[src/rtl/ioport_pkg.sv]
`timescale 1ns/1ps
package ioport_pkg;
  localparam int NLINES = 7;
  localparam int DUTYW  = 8;
  localparam int ADDRW  = 3;
  localparam int DATAW  = DUTYW;

  typedef enum logic [ADDRW-1:0] {
    REG_DIR  = 3'd0,
    REG_SRC  = 3'd1,
    REG_PWM  = 3'd2,
    REG_POL  = 3'd3,
    REG_USER = 3'd4,
    REG_DUTY = 3'd5,
    REG_STAT = 3'd6,
    REG_NONE = 3'd7
  } regAddr_t;

  typedef struct packed {
    logic [NLINES-1:0] dir;
    logic [NLINES-1:0] src;
    logic [NLINES-1:0] pwmEn;
    logic [NLINES-1:0] invert;
    logic [NLINES-1:0] userOut;
    logic [DUTYW-1:0]  duty;
  } portCfg_t;

  typedef struct packed {
    logic statusRead;
  } ctrlStrobe_t;
endpackage

[src/rtl/ioport_ctrl.sv]
`timescale 1ns/1ps
module ioport_ctrl
  import ioport_pkg::*;
(
  input  logic              clk,
  input  logic              rstN,
  input  logic              strapStandalone,
  input  logic              wrEn,
  input  logic              rdEn,
  input  logic [ADDRW-1:0]  addr,
  input  logic [DATAW-1:0]  wrData,
  input  logic [NLINES-1:0] inStat,
  output portCfg_t          cfg,
  output ctrlStrobe_t       strobe,
  output logic [DATAW-1:0]  rdData
);
  localparam int PADW = DATAW - NLINES;

  regAddr_t regSel;
  assign regSel = regAddr_t'(addr);

  always_ff @(posedge clk) begin
    if (!rstN) begin
      cfg     <= '0;
      cfg.dir <= strapStandalone ? '1 : '0;
    end else if (wrEn) begin
      case (regSel)
        REG_DIR:  cfg.dir     <= wrData[NLINES-1:0];
        REG_SRC:  cfg.src     <= wrData[NLINES-1:0];
        REG_PWM:  cfg.pwmEn   <= wrData[NLINES-1:0];
        REG_POL:  cfg.invert  <= wrData[NLINES-1:0];
        REG_USER: cfg.userOut <= wrData[NLINES-1:0];
        REG_DUTY: cfg.duty    <= wrData;
        default: ;
      endcase
    end
  end

  assign strobe.statusRead = rdEn && (regSel == REG_STAT);

  always_comb begin
    case (regSel)
      REG_DIR:  rdData = {{PADW{1'b0}}, cfg.dir};
      REG_SRC:  rdData = {{PADW{1'b0}}, cfg.src};
      REG_PWM:  rdData = {{PADW{1'b0}}, cfg.pwmEn};
      REG_POL:  rdData = {{PADW{1'b0}}, cfg.invert};
      REG_USER: rdData = {{PADW{1'b0}}, cfg.userOut};
      REG_DUTY: rdData = cfg.duty;
      REG_STAT: rdData = {{PADW{1'b0}}, inStat};
      default:  rdData = '0;
    endcase
  end


  normal_reset_chk: assert property (@(posedge clk) disable iff (!rstN)
    ($rose(rstN) && !$past(strapStandalone)) |-> (cfg == '0));


  strap_reset_chk: assert property (@(posedge clk) disable iff (!rstN)
    ($rose(rstN) && $past(strapStandalone)) |->
      (cfg.dir == '1 && cfg.src == '0 && cfg.pwmEn == '0 && cfg.invert == '0));
endmodule

[src/rtl/ioport_datapath.sv]
`timescale 1ns/1ps
module ioport_datapath
  import ioport_pkg::*;
(
  input  logic              clk,
  input  logic              rstN,
  input  portCfg_t          cfg,
  input  ctrlStrobe_t       strobe,
  input  logic [NLINES-1:0] detect,
  input  logic [NLINES-1:0] padIn,
  output logic [NLINES-1:0] padOut,
  output logic [NLINES-1:0] padOe,
  output logic [NLINES-1:0] inStat,
  output logic              changeN
);
  localparam logic [DUTYW-1:0] CNT_ONE = {{(DUTYW-1){1'b0}}, 1'b1};

  logic [DUTYW-1:0]  pwmCnt;
  logic              pwmHigh;
  logic [NLINES-1:0] syncA, syncB, statReg, inDiff;
  logic              pending;

  always_ff @(posedge clk) begin
    if (!rstN) pwmCnt <= '0;
    else       pwmCnt <= pwmCnt + CNT_ONE;
  end
  assign pwmHigh = pwmCnt < cfg.duty;

  assign inDiff = (syncB ^ statReg) & ~cfg.dir;

  always_ff @(posedge clk) begin
    if (!rstN) begin
      syncA   <= '0;
      syncB   <= '0;
      statReg <= '0;
      pending <= 1'b0;
    end else begin
      syncA   <= padIn;
      syncB   <= syncA;
      statReg <= syncB;
      if (|inDiff)                pending <= 1'b1;
      else if (strobe.statusRead) pending <= 1'b0;
    end
  end

  assign inStat  = statReg & ~cfg.dir;
  assign changeN = ~pending;
  assign padOe   = cfg.dir;

  for (genvar i = 0; i < NLINES; i++) begin : gLine
    logic srcBit, lvlBit;
    assign srcBit    = cfg.src[i] ? cfg.userOut[i] : detect[i];
    assign lvlBit    = cfg.pwmEn[i] ? (srcBit & pwmHigh) : srcBit;
    assign padOut[i] = cfg.dir[i] & (lvlBit ^ cfg.invert[i]);
  end


  duty_zero_chk: assert property (@(posedge clk) disable iff (!rstN)
    (cfg.duty == '0) |-> ((padOut & cfg.dir & cfg.pwmEn & ~cfg.invert) == '0));


  status_follow_chk: assert property (@(posedge clk) disable iff (!rstN)
    rstN |=> (statReg == $past(syncB)));


  change_hold_chk: assert property (@(posedge clk) disable iff (!rstN)
    (!changeN && !strobe.statusRead) |=> !changeN);
endmodule

[src/rtl/io_port_pwm.sv]
`timescale 1ns/1ps
module io_port_pwm
  import ioport_pkg::*;
(
  input  logic              clk,
  input  logic              rstN,
  input  logic              strapStandalone,
  input  logic              wrEn,
  input  logic              rdEn,
  input  logic [ADDRW-1:0]  addr,
  input  logic [DATAW-1:0]  wrData,
  output logic [DATAW-1:0]  rdData,
  input  logic [NLINES-1:0] detect,
  input  logic [NLINES-1:0] padIn,
  output logic [NLINES-1:0] padOut,
  output logic [NLINES-1:0] padOe,
  output logic              changeN
);
  portCfg_t          cfg;
  ctrlStrobe_t       strobe;
  logic [NLINES-1:0] inStat;

  ioport_ctrl uCtrl (
    .clk(clk), .rstN(rstN), .strapStandalone(strapStandalone),
    .wrEn(wrEn), .rdEn(rdEn), .addr(addr), .wrData(wrData),
    .inStat(inStat), .cfg(cfg), .strobe(strobe), .rdData(rdData)
  );

  ioport_datapath uData (
    .clk(clk), .rstN(rstN), .cfg(cfg), .strobe(strobe),
    .detect(detect), .padIn(padIn), .padOut(padOut), .padOe(padOe),
    .inStat(inStat), .changeN(changeN)
  );
endmodule

[config.mk]
export PLATFORM = sky130hd
export DESIGN_NAME = io_port_pwm
export DESIGN_NICKNAME = d
export VERILOG_FILES = /design/src/rtl/ioport_pkg.sv /design/src/rtl/ioport_ctrl.sv /design/src/rtl/ioport_datapath.sv /design/src/rtl/io_port_pwm.sv
export SDC_FILE = /design/constraint.sdc
export NUM_CORES = 1
export LEC_CHECK = 0
export BUFFER_PORTS_ARGS = -buffer_cell sky130_fd_sc_hd__buf_2
export CAP_MARGIN = 5
export CORE_MARGIN = 1
export CORE_UTILIZATION = 42
export DETAILED_ROUTE_END_ITERATION = 8
export GPL_TIMING_DRIVEN = 1
export PLACE_DENSITY_LB_ADDON = 0.3
export REMOVE_ABC_BUFFERS = 1
export SLEW_MARGIN = 25
export SYNTH_ARGS = -nofsm -noshare
export SYNTH_HDL_FRONTEND = slang
export SYNTH_SLANG_ARGS = --single-unit
[constraint.sdc]
create_clock -name clk -period 2.13 [get_ports clk]
set_input_delay 0.1065 -clock clk [delete_from_list [all_inputs] [get_ports clk]]
set_output_delay 0.1065 -clock clk [all_outputs]
set_load 0.02 [all_outputs]
==> results.toml <==
[critical_path]
critPathKind = "flop to primary output"
rrSetupSlack_ns = 0.72
critPathBufInv = 4
critPathLaunchType = "flop"
crit_slowest_cell = "or4b_1"
cp.arrival_ns = 2.32
critPathCaptureType = "primary output"
critPathTopFamily = "simple AND/OR/NAND/NOR gates"
slowest_delay_ns = 0.45
required_ns = 2.02
cp_max_fo = 3
worstPathCellList = "inv_1 -> ha_1 -> nand2_2 -> o21ai_4 -> buf_6 -> buf_6 -> or4b_1 -> o211ai_1 -> buf_4"
crit_top_cell = "buf_6"

[layout]
final_core_util = 0.533
fill_cells = 776
stdcell_count = 579
fin_nets = 504
synthToLayoutAreaGrowth_pct = 23.0
n_antenna_cell = 0
drive_above_1_share = 0.265

[power_and_ir_drop]
p_seq_frac = 0.476
worst_ir_drop_vdd_v = 0.000336
p_sw_mw = 0.866
netSwitchingFraction = 0.276
total_power_mw = 3.14
p_int_mw = 2.27
pwr-share-comb = 0.156
p_leak_nw = 1.90
power.density_nw_per_um2 = 674
pwr-share-clk = 0.368

[sta]
drv_slew = 0
finalSetupViolCount = 7
fin_setup_tns_ns = -1.81
hold_slack_ns = 0.0216
layout_setup_ws_ns = -0.296
worst-slew-pin-transition_ns = 0.586
final.period_utilization = 1.14
final.min_clock_period_ns = 2.43
clock-skew-final_ns = 0.00536
fmax_ghz = 0.412
finalHoldViolCount = 0
slew_headroom = 0.608
rsz0062_at_grt = "true"

[run_status]
outcome = "finished, violations left"
violations = "setup timing"

[synthesis]
synthCells = 397
synth_edf_count = 7
async_reset_ff_frac = 0
synth.avg_cell_area_um2 = 9.52
ys_ff_latch = 73
syn_area_um2 = 3780
synth_commonest_cells = "dfxtp_1, mux2i_1, nor2b_1, and2_1, nand2_1"
synth_area_leader_cell = "dfxtp_1"
synth_top_area_share = 0.349
ys_types = 48
synthTopCellsByArea = "dfxtp_1, mux2i_1, edfxtp_1"
yosysMostFrequentCell = "dfxtp_1"
yosysSeqAreaShare = 0.405
yosys_warnings = 0
synth-main-ff-cell = "dfxtp_1"

[cts]
cts_root_buffer = "clkbuf_8"
h-tree-depth = 3
cts.reportedPaths.clkPinSlew_ns = 0.08
cts_buffer_depth = 2
cts_tree = "done"
clock_sinks = 73
cts_buffers = 9
clock_latency_ns = 0.34

[routing]
ant_nets = 0
drt_pass1_iterations = 4
avgViaCountPerCell = 5.50
routed_wl_um = 10000
drc = 0
drt_iter0_drc = 152
wl_per_cell_um = 17.3
vias = 3183

[floorplanning]
start_util = 0.434
die_y_um = 96.9
core-area_um2 = 8720
ioPinCount = 53
rows = 34
die_w_um = 96.9
dieArea_um2 = 9390

[place]
numPortBuffers = 52
post-place-cells = 553
place_congestion = 0.811
hpwlAfterDp_um = 6980

[global_route]
grt_max_degree = 37
grtUsageTotal = 0.214
antenna_found_initial = 0
overflow = 0
grt_pass1_wl_um = 15700
grt_pass1_vias = 3144

[hold_path]
min_path_type = "primary input to flop"

[job]
drv_cap = 0
## worst paths after layout
path                                                   end  depth (start not counted)                      start
worst max-delay path                             padOut[1]                          9  uCtrl.cfg[6]$_SDFFE_PN0P_
worst min-delay path             uCtrl.cfg[7]$_SDFFE_PN0P_                          3                  wrData[7]
worst max register to register  uData.pending$_SDFFE_PN0P_                          3    uCtrl.cfg[42]$_DFFE_PP_
worst min register to register   uData.syncB[1]$_SDFF_PN0_                          1  uData.syncA[1]$_SDFF_PN0_
## cells by family after synthesis
logic type                 after synthesis  share of synthesized area
AOI/OAI and AO/OA                       64                      0.121
xor gates and xnor gates                13                     0.0301
adders and majority gates                8                     0.0265
buffers and inverters                   44                     0.0553
DFF                                     73                      0.405
muxes                                   44                      0.122
and+or+nand+nor                        151                      0.240
## per-layer routing
metal / vias to the layer above / track usage / routed length, µm
met5: - / 0 / 0
met4: 0 / 0.0953 / 193
met3: 14 / 0.0311 / 597
met2: 107 / 0.346 / 4670
met1: 1521 / 0.282 / 4570
li1: 1541 / - / -
## registers in the layout, summed over array words and instances (netlist names)
| signal | flops |
|---|---|
| uData.statReg | 7 |
| uData.syncA | 7 |
| uData.pwmCnt | 8 |
| uData.pending | 1 |
| uCtrl.cfg | 43 |
| uData.syncB | 7 |
## worst reg2reg max path, delay by kind of cell, from the launching register on
family / cells / cell delay [ns]
simple gates: 1 / 0.35
compound gates: 2 / 0.45
flops: 1 / 0.50
## placed cells by master (no fill, tap or decap), types with 4 or more instances in the layout
cell type	count
a21boi_0	8
dfxtp_2	4
buf_4	31
nand3b_1	4
o211ai_1	7
nor2b_1	32
edfxtp_1	7
and2_1	32
dfxtp_1	62
nor4b_1	5
xnor2_1	11
clkbuf_8	11
buf_6	5
inv_1	12
nand2_1	23
a211oi_1	7
a22oi_1	7
nand3_1	12
nor2_1	7
mux2i_1	37
dlygate4sd3_1	7
buf_2	45
a21o_1	7
and3_1	16
ha_1	5
o21ai_0	7
mux2_2	6
## area by class of cell
type / count / area (µm²) / share of cell area
inverters: 14 / 52.6 / 0.0113
clock buffers: 11 / 151 / 0.0326
clock inverters: 5 / 60.1 / 0.0129
repair buffers: 88 / 584 / 0.126
well taps: 108 / 135 / 0.0291
flip-flops and latches: 73 / 1540 / 0.330
multi-input cells: 280 / 2130 / 0.458
## through the flow
stage | setup WS, ns | instance area (µm²)
floorplan | -0.0225 | 3620
global placement | -0.0947 | 4220
detailed placement | -0.123 | 4220
CTS | -0.296 | 4600
global route | -0.406 | 4650
finish | -0.296 | 4650
## power groups by stage
stage / clock network [mW] / logic (mW) / registers, mW
after floorplan: 0 / 0.240 / 1.52
after global placement: 0 / 0.449 / 1.52
after detailed placement: 0 / 0.454 / 1.52
after CTS: 1.18 / 0.482 / 1.49
after global routing: 1.23 / 0.527 / 1.50
final: 1.15 / 0.488 / 1.49
## timing repair
| item | 4_1_cts | 5_1_grt |
|---|---|---|
| gates resized for setup | 24 | 10 |
| hold endpoints to repair | 7 | 0 |
| hold buffers | 7 | 0 |
| pin swaps | 7 | 8 |
| buffers inserted | 2 | 1 |
| setup endpoints to repair | 7 | 7 |
No activity file was read; power rests on OpenSTA's default activity.
